`src/rtl/vcdf_pkg.sv`:
```
package vcdf_pkg;
  localparam logic [2:0] FMT_422 = 3'b000;
  localparam logic [2:0] FMT_411 = 3'b001;
  localparam logic [2:0] FMT_420 = 3'b010;
  localparam logic [2:0] FMT_410 = 3'b011;
  localparam logic [2:0] FMT_Y   = 3'b100;

  typedef enum logic [1:0] {
    LM_NONE = 2'd0,
    LM_422  = 2'd1,
    LM_411  = 2'd2,
    LM_Y    = 2'd3
  } line_mode_e;
endpackage

```
`src/rtl/vcdf_line_sched.sv`:
```
module vcdf_line_sched
  import vcdf_pkg::*;
#(
  parameter int LEAD_W = 2
) (
  input  logic              clk_i,
  input  logic              rst_ni,
  input  logic              beat_i,
  input  logic              line_start_i,
  input  logic              sof_i,
  input  logic [2:0]        fmt_i,
  input  logic [LEAD_W-1:0] lead_i,
  output line_mode_e        mode_o
);
  localparam int PH_W = 2;

  logic [2:0]        fmt_q, fmt_eff;
  logic [LEAD_W-1:0] lead_left_q, lead_eff, lead_nxt;
  logic [PH_W-1:0]   phase_q, phase_eff, phase_nxt;
  line_mode_e        mode_q, new_mode;
  logic              chroma_line;

  assign fmt_eff   = sof_i ? fmt_i  : fmt_q;
  assign lead_eff  = sof_i ? lead_i : lead_left_q;
  assign phase_eff = sof_i ? '0     : phase_q;

  always_comb begin
    new_mode    = LM_NONE;
    lead_nxt    = lead_eff;
    phase_nxt   = phase_eff;
    chroma_line = 1'b0;
    case (fmt_eff)
      FMT_422: new_mode = LM_422;
      FMT_411: new_mode = LM_411;
      FMT_420, FMT_410: begin
        if (lead_eff != '0) begin
          new_mode = LM_Y;
          lead_nxt = lead_eff - 1'b1;
        end else begin
          chroma_line = (fmt_eff == FMT_420) ? (phase_eff[0] == 1'b0) : (phase_eff == '0);
          if (chroma_line) new_mode = (fmt_eff == FMT_420) ? LM_422 : LM_411;
          else             new_mode = LM_Y;
          phase_nxt = phase_eff + 1'b1;
        end
      end
      FMT_Y:   new_mode = LM_Y;
      default: new_mode = LM_NONE;
    endcase
  end

  assign mode_o = line_start_i ? new_mode : mode_q;

  always_ff @(posedge clk_i or negedge rst_ni) begin
    if (!rst_ni) begin
      fmt_q       <= 3'b111;
      lead_left_q <= '0;
      phase_q     <= '0;
      mode_q      <= LM_NONE;
    end else if (beat_i) begin
      if (sof_i) fmt_q <= fmt_i;
      if (line_start_i) begin
        mode_q      <= new_mode;
        lead_left_q <= lead_nxt;
        phase_q     <= phase_nxt;
      end
    end
  end


  lead_monotone_chk: assert property (@(posedge clk_i) disable iff (!rst_ni)
    beat_i && line_start_i && !sof_i |=> lead_left_q <= $past(lead_left_q));
endmodule

```
`src/rtl/vcdf_byte_sel.sv`:
```
module vcdf_byte_sel
  import vcdf_pkg::*;
#(
  parameter int SAMPLE_W = 8
) (
  input  logic                clk_i,
  input  logic                rst_ni,
  input  logic                beat_i,
  input  logic                line_start_i,
  input  line_mode_e          mode_i,
  input  logic [SAMPLE_W-1:0] y_i,
  input  logic [SAMPLE_W-1:0] c_i,
  output logic [1:0]          n_o,
  output logic [SAMPLE_W-1:0] b0_o,
  output logic [SAMPLE_W-1:0] b1_o
);
  logic [1:0] idx_q, idx;

  assign idx = line_start_i ? 2'd0 : idx_q;

  always_ff @(posedge clk_i or negedge rst_ni) begin
    if (!rst_ni)     idx_q <= 2'd0;
    else if (beat_i) idx_q <= idx + 2'd1;
  end

  always_comb begin
    n_o  = 2'd0;
    b0_o = '0;
    b1_o = '0;
    case (mode_i)
      LM_422: begin
        n_o = 2'd2; b0_o = c_i; b1_o = y_i;
      end
      LM_411: begin
        // keep Cb of pixel 0 and Cr of pixel 1 in each group of four
        if (!idx[1]) begin
          n_o = 2'd2; b0_o = c_i; b1_o = y_i;
        end else begin
          n_o = 2'd1; b0_o = y_i;
        end
      end
      LM_Y: begin
        n_o = 2'd1; b0_o = y_i;
      end
      default: n_o = 2'd0;
    endcase
  end
endmodule

```
`src/rtl/vcdf_packer.sv`:
```
module vcdf_packer #(
  parameter int SAMPLE_W = 8,
  parameter int BYTES    = 4,
  localparam int WORD_W  = BYTES * SAMPLE_W
) (
  input  logic                clk_i,
  input  logic                rst_ni,
  input  logic                beat_i,
  input  logic                line_start_i,
  input  logic                eol_i,
  input  logic [1:0]          n_i,
  input  logic [SAMPLE_W-1:0] b0_i,
  input  logic [SAMPLE_W-1:0] b1_i,
  input  logic                out_ready_i,
  output logic                room_o,
  output logic                out_valid_o,
  output logic [WORD_W-1:0]   out_data_o,
  output logic                out_last_o
);
  logic [SAMPLE_W-1:0] acc_q [BYTES];
  logic [SAMPLE_W-1:0] slot  [BYTES];
  logic [1:0]          cnt_q;
  logic [2:0]          base, tot;
  logic                emit;

  always_comb begin
    base = line_start_i ? 3'd0 : {1'b0, cnt_q};
    tot  = base + {1'b0, n_i};
    for (int i = 0; i < BYTES; i++) begin
      if (3'(i) < base)                              slot[i] = acc_q[i];
      else if (n_i != 2'd0 && 3'(i) == base)         slot[i] = b0_i;
      else if (n_i == 2'd2 && 3'(i) == base + 3'd1)  slot[i] = b1_i;
      else                                           slot[i] = '0;
    end
  end

  assign emit   = beat_i && (tot == 3'(BYTES) || (eol_i && tot != 3'd0));
  assign room_o = !out_valid_o || out_ready_i;

  always_ff @(posedge clk_i or negedge rst_ni) begin
    if (!rst_ni) begin
      cnt_q <= 2'd0;
      for (int i = 0; i < BYTES; i++) acc_q[i] <= '0;
    end else if (beat_i) begin
      if (emit) begin
        cnt_q <= 2'd0;
        for (int i = 0; i < BYTES; i++) acc_q[i] <= '0;
      end else begin
        cnt_q <= tot[1:0];
        for (int i = 0; i < BYTES; i++) acc_q[i] <= slot[i];
      end
    end
  end

  always_ff @(posedge clk_i or negedge rst_ni) begin
    if (!rst_ni) begin
      out_valid_o <= 1'b0;
      out_last_o  <= 1'b0;
      out_data_o  <= '0;
    end else if (emit) begin
      out_valid_o <= 1'b1;
      out_last_o  <= eol_i;
      for (int i = 0; i < BYTES; i++) out_data_o[i*SAMPLE_W +: SAMPLE_W] <= slot[i];
    end else if (out_ready_i) begin
      out_valid_o <= 1'b0;
    end
  end


  fill_limit_chk: assert property (@(posedge clk_i) disable iff (!rst_ni)
    beat_i |-> tot <= 3'(BYTES));


  out_hold_chk: assert property (@(posedge clk_i) disable iff (!rst_ni)
    out_valid_o && !out_ready_i |=> out_valid_o && $stable(out_data_o) && $stable(out_last_o));
endmodule

```
`src/rtl/vid_chroma_fmt.sv`:
```
module vid_chroma_fmt
  import vcdf_pkg::*;
#(
  parameter int SAMPLE_W = 8,
  parameter int LEAD_W   = 2,
  localparam int WORD_W  = 4 * SAMPLE_W
) (
  input  logic                clk_i,
  input  logic                rst_ni,
  input  logic                in_valid_i,
  output logic                in_ready_o,
  input  logic                in_sof_i,
  input  logic                in_sol_i,
  input  logic                in_eol_i,
  input  logic [SAMPLE_W-1:0] in_y_i,
  input  logic [SAMPLE_W-1:0] in_c_i,
  input  logic [2:0]          fmt_sel_i,
  input  logic [LEAD_W-1:0]   lead_i,
  output logic                out_valid_o,
  input  logic                out_ready_i,
  output logic [WORD_W-1:0]   out_data_o,
  output logic                out_last_o
);
  logic                beat, line_start, room;
  line_mode_e          mode;
  logic [1:0]          n_bytes;
  logic [SAMPLE_W-1:0] b0, b1;

  assign in_ready_o = room;
  assign beat       = in_valid_i && room;
  assign line_start = in_sol_i || in_sof_i;

  vcdf_line_sched #(.LEAD_W(LEAD_W)) u_sched (
    .clk_i        (clk_i),
    .rst_ni       (rst_ni),
    .beat_i       (beat),
    .line_start_i (line_start),
    .sof_i        (in_sof_i),
    .fmt_i        (fmt_sel_i),
    .lead_i       (lead_i),
    .mode_o       (mode)
  );

  vcdf_byte_sel #(.SAMPLE_W(SAMPLE_W)) u_sel (
    .clk_i        (clk_i),
    .rst_ni       (rst_ni),
    .beat_i       (beat),
    .line_start_i (line_start),
    .mode_i       (mode),
    .y_i          (in_y_i),
    .c_i          (in_c_i),
    .n_o          (n_bytes),
    .b0_o         (b0),
    .b1_o         (b1)
  );

  vcdf_packer #(.SAMPLE_W(SAMPLE_W), .BYTES(4)) u_pack (
    .clk_i        (clk_i),
    .rst_ni       (rst_ni),
    .beat_i       (beat),
    .line_start_i (line_start),
    .eol_i        (in_eol_i),
    .n_i          (n_bytes),
    .b0_i         (b0),
    .b1_i         (b1),
    .out_ready_i  (out_ready_i),
    .room_o       (room),
    .out_valid_o  (out_valid_o),
    .out_data_o   (out_data_o),
    .out_last_o   (out_last_o)
  );


  out_origin_chk: assert property (@(posedge clk_i) disable iff (!rst_ni)
    $rose(out_valid_o) |-> $past(in_valid_i && in_ready_o));
endmodule

```
`config.mk`:
```
export PLATFORM = sky130hd
export DESIGN_NAME = vid_chroma_fmt
export DESIGN_NICKNAME = d
export VERILOG_FILES = /design/src/rtl/vcdf_pkg.sv /design/src/rtl/vcdf_line_sched.sv /design/src/rtl/vcdf_byte_sel.sv /design/src/rtl/vcdf_packer.sv /design/src/rtl/vid_chroma_fmt.sv
export SDC_FILE = /design/constraint.sdc
export NUM_CORES = 1
export LEC_CHECK = 0
export ABC_AREA = 1
export BUFFER_PORTS_ARGS = -buffer_cell sky130_fd_sc_hd__buf_4
export CAP_MARGIN = 20
export CORE_MARGIN = 4
export CORE_UTILIZATION = 30
export DETAILED_ROUTE_END_ITERATION = 8
export MAX_ROUTING_LAYER = met4
export PLACE_DENSITY = 0.49
export SYNTH_ARGS = -nofsm -noshare
export SYNTH_HDL_FRONTEND = slang
export SYNTH_HIERARCHICAL = 1
export SYNTH_SLANG_ARGS = --single-unit
```
`constraint.sdc`:
```
create_clock -name clk_i -period 4.2 [get_ports clk_i]
set_clock_uncertainty 0.1 [all_clocks]
set_input_delay 0.21 -clock clk_i [delete_from_list [all_inputs] [get_ports clk_i]]
set_output_delay 0.21 -clock clk_i [all_outputs]
set_load 0.01 [all_outputs]
```
After elaboration in Yosys (flattened, before gate mapping)
Cells that the tools add are included.

word-level totals
  input port bits = 28
  logic and storage cells = 100
  output and inout port bits = 35
  register bits = 79

operators by class
  muxes and demuxes = 37
  add/sub/neg operators = 5
  $lt $le $gt $ge = 4
  bitwise operators = 1
  reduce and logical (&&, ||, !) cells = 25
  eq/ne operators = 15

operators by type and width
  operator             number
  $mux 8               14
  $mux 32              1
  $mux 2               14
  $pmux 8 s3           1
  $pmux 8 s2           1
  $eq 2x3->1 const A   4
  $logic_and 1x1->1    11
  $logic_not 3->1      3
  $pmux 2 s4           1
  $eq 1x3->1 const A   2
  $eq 2x2->1 const B   3
  $eq 3x2->1 const B   2
  $eq 3x3->1 const B   2
  $lt 1x3->1 const A   2
  $lt 2x3->1 const A   2
  $pmux 2 s3           1
  $reduce_bool 2->1    3
  $add 2x1->2 const B  2
  $add 3x1->3 const B  1
  $add 3x2->3          1
  $eq 3x1->1 const B   1
  $logic_or 1x1->1     3
  $mux 1               3
  $mux 3               1
  8 further kinds      8

Depth between registers and ports, before layout
  depth after elaboration = 15
  gate-level depth with buffers = 23
  mapped depth without buffers = 21

By module
Netlist, hierarchy kept.

by module, submodules not included
  module           instances  sequential area each (sq um)  area an instance (sq um)  cells each
  vcdf_packer      1          1501.4                        2962.8                    386
  vcdf_line_sched  1          229.0                         664.4                     93
  vcdf_byte_sel    1          50.0                          436.7                     86
  vid_chroma_fmt   1          0.0                           18.8                      5

Least setup slack after synthesis
No wires, ideal clock.

  path kind = flip-flop to flip-flop
  start = register u_sched.fmt_q[1]
  end = register u_pack.out_data_o[10]
  stages on the path, launching flop included = 22
  setup time = 117 ps
  path buffers = 2
  path slack = 938 ps
  arrival = 3044 ps
  path through = dfstp_2 inv_1 nand2_4 nand2_4 nor2_8 inv_2 nand2_1 nand3_1 nand2_1 inv_1 ha_1 buf_2 a21oi_1 ha_1 fa_1 o21ai_0 nand2_1 nor2_4 inv_2 clkbuf_1 nand2_1 nand2_1

between the ends
  longest elaborated chain between the ends = 14
  elaborated cells between the ends (all ways) = 32
  classes of those cells = 1 x add/sub; 9 x eq/ne; 13 x mux; 9 x reduce/logical

RTL lines
  what                                                    RTL line                                                             RTL
  start, declared                                         vcdf_line_sched.sv:17                                                logic [2:0] fmt_q, fmt_eff;
  start signal, assigned                                  vcdf_line_sched.sv:60                                                if (sof_i) fmt_q <= fmt_i;
  $mux 3 *                                                --
  $eq 3x2->1                                              vcdf_line_sched.sv:32, vcdf_line_sched.sv:40, vcdf_line_sched.sv:41
  $mux 2 or $mux 1 (tied branches)                        vcdf_line_sched.sv:41, vcdf_line_sched.sv:40
  $mux 2                                                  vcdf_line_sched.sv:41                                                if (chroma_line) new_mode = (fmt_eff == FMT_420) ? LM_422 : LM_411;
  $mux 2                                                  vcdf_line_sched.sv:36                                                if (lead_eff != '0) begin
  $pmux 2 s4 *                                            vcdf_line_sched.sv:32                                                case (fmt_eff)
  $mux 2 *                                                vcdf_line_sched.sv:51                                                assign mode_o = line_start_i ? new_mode : mode_q;
  via mode[0]                                             vid_chroma_fmt.sv:25                                                 line_mode_e mode;
  $eq 2x2->1 or $eq 2x1->1 (tied branches)                vcdf_byte_sel.sv:30                                                  case (mode_i)
  $pmux 2 s3 *                                            vcdf_byte_sel.sv:30
  via n_bytes[0]                                          vid_chroma_fmt.sv:26                                                 logic [1:0] n_bytes;
  $add 3x2->3 or $eq 2x2->1 (tied branches)               vcdf_packer.sv:28, vcdf_packer.sv:32
  $reduce_bool 3->1 or $logic_and 1x1->1 (tied branches)  vcdf_packer.sv:37, vcdf_packer.sv:32
  $logic_and 1x1->1 or $mux 8 (tied branches)             vcdf_packer.sv:37, vcdf_packer.sv:32
  $logic_or 1x1->1 or $mux 8 (tied branches)              vcdf_packer.sv:37, vcdf_packer.sv:31
  $logic_and 1x1->1 or $mux 8 (tied branches)             vcdf_packer.sv:37, vcdf_packer.sv:30
  end signal, assigned                                    vcdf_packer.sv:59                                                    out_data_o <= '0;
  end, declared                                           vcdf_packer.sv:17                                                    output logic [WORD_W-1:0] out_data_o,

Mark *: on every way through the listed nets, which the timed path passes. The rest lies on a longest branch.
A chain may end at the register's enable or synchronous reset.

Worst setup path after layout
  start = register u_sched.fmt_q[1]
  end = register u_pack.out_last_o

between the ends
  longest elaborated chain between the ends = 14
  elaborated cells between the ends (all ways) = 23
  classes of those cells = 1 x add/sub; 8 x eq/ne; 8 x mux; 6 x reduce/logical

RTL lines
  what                                      RTL line                                                             RTL
  $mux 3 *                                  --
  $eq 3x2->1                                vcdf_line_sched.sv:32, vcdf_line_sched.sv:40, vcdf_line_sched.sv:41
  $mux 2 or $mux 1 (tied branches)          vcdf_line_sched.sv:41, vcdf_line_sched.sv:40
  $mux 2                                    vcdf_line_sched.sv:41
  $mux 2                                    vcdf_line_sched.sv:36
  $pmux 2 s4 *                              vcdf_line_sched.sv:32
  $mux 2 *                                  vcdf_line_sched.sv:51
  via mode[0]                               vid_chroma_fmt.sv:25
  $eq 2x2->1 or $eq 2x1->1 (tied branches)  vcdf_byte_sel.sv:30
  $pmux 2 s3 *                              vcdf_byte_sel.sv:30
  via n_bytes[0]                            vid_chroma_fmt.sv:26
  $add 3x2->3 *                             vcdf_packer.sv:28                                                    tot = base + {1'b0, n_i};
  $reduce_bool 3->1                         vcdf_packer.sv:37                                                    assign emit = beat_i && (tot == 3'(BYTES) || (eol_i && tot != 3'd0));
  $logic_and 1x1->1                         vcdf_packer.sv:37
  $logic_or 1x1->1 *                        vcdf_packer.sv:37
  $logic_and 1x1->1 *                       vcdf_packer.sv:37
  end signal, assigned                      vcdf_packer.sv:62                                                    out_last_o <= eol_i;
  end, declared                             vcdf_packer.sv:18                                                    output logic out_last_o

Marks and branches as above.

==> results.tsv <==
stage	metric	value	unit
timing	slew_headroom	37.2	%
global_routing	grt_pass1_vias	3819	
timing	finalCritPeriodShare	86.0	%
setup_path	regToRegSetupSlack	590	ps
setup_path	critPathKind	flop to flop	
pwr	cellPowerDensity	538	nW/µm²
global_routing	grt.met3_usage	3.04	%
clock_network	tritoncts	done	
timing	setup_viol	0	
placement	hpwl	7940	µm
setup_path	cpLargestDelayFamily	adder cells	
finish	antenna_cells	0	
setup_path	cpPeakStageDelay	530	ps
finish	fin_nets	664	
yosys	yosysWarnings	6	
global_routing	antenna_found_initial	0	
worst_hold_path	hold_class	input port to flop	
setup_path	crit_fanout	35	
setup_path	cp_cell_sequence	inv_1, nand2_4, nand2_4, nor2_8, inv_2, nand2_1, nand3_1, nand2_1, inv_1, ha_1, a21oi_1, ha_1, fa_1, inv_1, nand3_1, nand2_1, nor2_4, inv_2, o21ai_0	
yosys	synthCells	570	
yosys	syn-cell-area	4080	µm²
yosys	synth_compound_area_share	4.78	%
die	core_area	13300	µm²
global_routing	grt-ovfl-total	0	
clock_network	cts.clk_slew.worst_paths	60	ps
setup_path	cp.arrival	3700	ps
global_routing	grt_max_degree	72	
global_routing	grt_pass1_wl	19000	µm
clock_network	cts_made_buffers	9	
yosys	yosys.cell_types.count	32	
timing	worst_slew_pin_slew	941	ps
pwr	p_total	0.00269	W
setup_path	crit_required	4290	ps
clock_network	htreeDepth	3	
yosys	yosysTopAreaCell	dfrtp_1	
yosys	ys_seq_area_share	43.6	%
placement	port_buffers	62	
clock_network	clk_latency	330	ps
clock_network	max-clock-path-buffers	2	
detailed_routing	drc_errors	0	
global_routing	busiest_layer	met2	
timing	grt_setup_unrepaired	no	
yosys	synth_xor_area_share	0	%
die	start_util	30.7	%
setup_path	cp.buffers_inverters	5	
die	ioPinCount	63	
detailed_routing	num_vias	3660	
timing	tns	0	ps
yosys	synth.top_cell.area_share	41.7	%
die	die_h	125	µm
clock_network	clock-root-buffer	clkbuf_16	
pwr	leakage	2.82	nW
flow_run	maxCapViolCount	0	
yosys	ys_ff_latch	71	
clock_network	clock_sinks	71	
placement	gp_congestion	0.837	
outcome	status	completed	
yosys	synth_fa_ha_area_share	2.33	%
yosys	netlist_top_cells_area	dfrtp_1 (42%), nand2_1 (24%), nand3_1 (8.5%)	
detailed_routing	ant_nets	0	
timing	fin_crit	3610	ps
yosys	syn_nets	605	
detailed_routing	via_per_inst	4.52	
timing	finalMaxSlewViolations	0	
setup_path	worstSetupStartpointType	flop	
clock_network	post_cts_buffers	0	
finish	area_growth	22.3	%
pwr	peakVddDrop	0.000241	V
detailed_routing	first_iter_violations	297	
setup_path	slowest_stage	dfstp_2	
global_routing	use_met2	25.5	%
timing	max_freq	277	MHz
finish	final_layout_size_suffix_gt1_share	18.0	%
yosys	yosys-mux-area-fraction	0	%
detailed_routing	drt_first_pass_iters	4	
die	die_width	125	µm
setup_path	end_kind	flop	
detailed_routing	avgRoutedWirePerCell	13.8	µm
yosys	synth_top_family_by_area	simple AND/OR/NAND/NOR gates	
yosys	synthSimpleGateAreaFrac	40.4	%
yosys	syn_area_per_cell	7.16	µm²
global_routing	use_met1	18.8	%
die	dieArea	15500	µm²
timing	finalHoldViolCount	0	
detailed_routing	routed_wl	11100	µm
die	num_rows	42	
global_routing	grt_usage	15.4	%
==> kinds of logic (layout without fill, tap and decap cells) <==
kind of cell / Yosys count / after routing
AO/OA/AOI/OAI: 34 / 34
AND/OR/NAND/NOR: 374 / 374
buffers and inverters: 84 / 148
flip-flops: 71 / 71
adder cells (fa/ha/maj): 7 / 7
==> final timing paths <==
check	from	endpoint	cells after the start
worst max-delay path	u_sched/fmt_q[1]	u_pack/out_last_o	19
worst min-delay path	out_ready_i	u_pack/out_valid_o	4
worst max register to register	u_sched/fmt_q[1]	u_pack/out_last_o	19
worst min register to register	u_sched/phase_q[1]	u_sched/phase_q[1]	2
max in group asynchronous	rst_ni	u_pack/acc_q[26]	2
min in group asynchronous	rst_ni	u_pack/out_data_o[23]	2
==> worst min-delay path: stages <==
cell,delay (ps)
buf_4,80
inv_1,30
nand2_1,90
nand2_1,60
==> routing by layer <==
metal	share of wire, %	vias up	routed length, µm
met1	46	1715	5180
li1	-	1885	-
met4	0.51	0	57
met3	3.8	2	425
met5	0	-	0
met2	49	58	5480
==> report_power, final <==
part	internal, W	switching [W]
combinational	0.000306	0.000681
sequential	0.000830	0.0000919
clock	0.000466	0.000314
==> cell type report <==
type,count,area (µm²)
inverters,66,253
well taps,176,220
repair buffers,66,498
multi-input cells,415,1940
clock inverters,7,77.6
clock buffers,9,225
flip-flops and latches,71,1780
fillers,1451,8300
==> cell usage in the layout (no fill, tap or decap), types with 2 or more instances in the layout <==
cell type / count
nor2_1: 21
inv_2: 3
o21ai_1: 4
clkbuf_16: 9
nand2_1: 257
nand3_2: 5
inv_1: 61
ha_1: 6
a21oi_1: 2
dfstp_2: 3
nand4_1: 4
nor2_4: 4
nand2_2: 4
buf_4: 65
nand2_4: 8
o21ai_0: 23
nand3_1: 69
dfrtp_1: 68
inv_6: 4
==> stage by stage <==
stage / hold WS (ps) / std cells / area (µm²) / utilization, % / worst slack (ps)
after floorplan: -186 / 570 / 4080 / - / 938
after global placement: 318 / 793 / 4680 / 35.2 / 663
after detailed placement: 320 / 793 / 4680 / 35.2 / 522
final: 83.2 / 810 / 4990 / 37.6 / 589
after global routing: 143 / 810 / 4990 / 37.6 / 145
after CTS: 79.1 / 810 / 4990 / 37.6 / 490
==> synth_stat cells <==
cell / count
nor2_1: 21
clkinv_1: 1
o21bai_2: 1
or2_2: 1
dfrtp_1: 68
fa_1: 1
buf_4: 2
nor2_8: 1
nand2_1: 257
nand3_2: 5
clkbuf_1: 5
o211ai_1: 1
ha_1: 6
o21ai_0: 23
nand2_4: 8
inv_6: 1
buf_1: 1
nand2_2: 4
nor2_4: 4
a21oi_2: 1
o22ai_1: 1
inv_2: 3
inv_1: 61
o21ai_1: 4
a21oi_1: 2
o21ai_4: 1
nand3_1: 69
dfstp_2: 3
buf_2: 6
buf_6: 3
clkbuf_4: 1
nand4_1: 4
==> flip-flops by register name (all words and copies together), names as in the netlist <==
signal and flops:
u_sched/lead_left_q 2, u_pack/out_data_o 32, u_pack/out_last_o 1, u_sched/phase_q 2, u_pack/out_valid_o 1, u_pack/cnt_q 2, u_sched/mode_q 2, u_pack/acc_q 24
u_sched/fmt_q 3, u_sel/idx_q 2
==> repair_timing <==
item | in CTS | in global routing
gates resized for setup | 0 | 0
hold buffers | 1 | 0
endpoints found under the setup margin | 0 | 0
hold endpoints to repair | 68 | 0
Power figures use the tool's default switching activity.
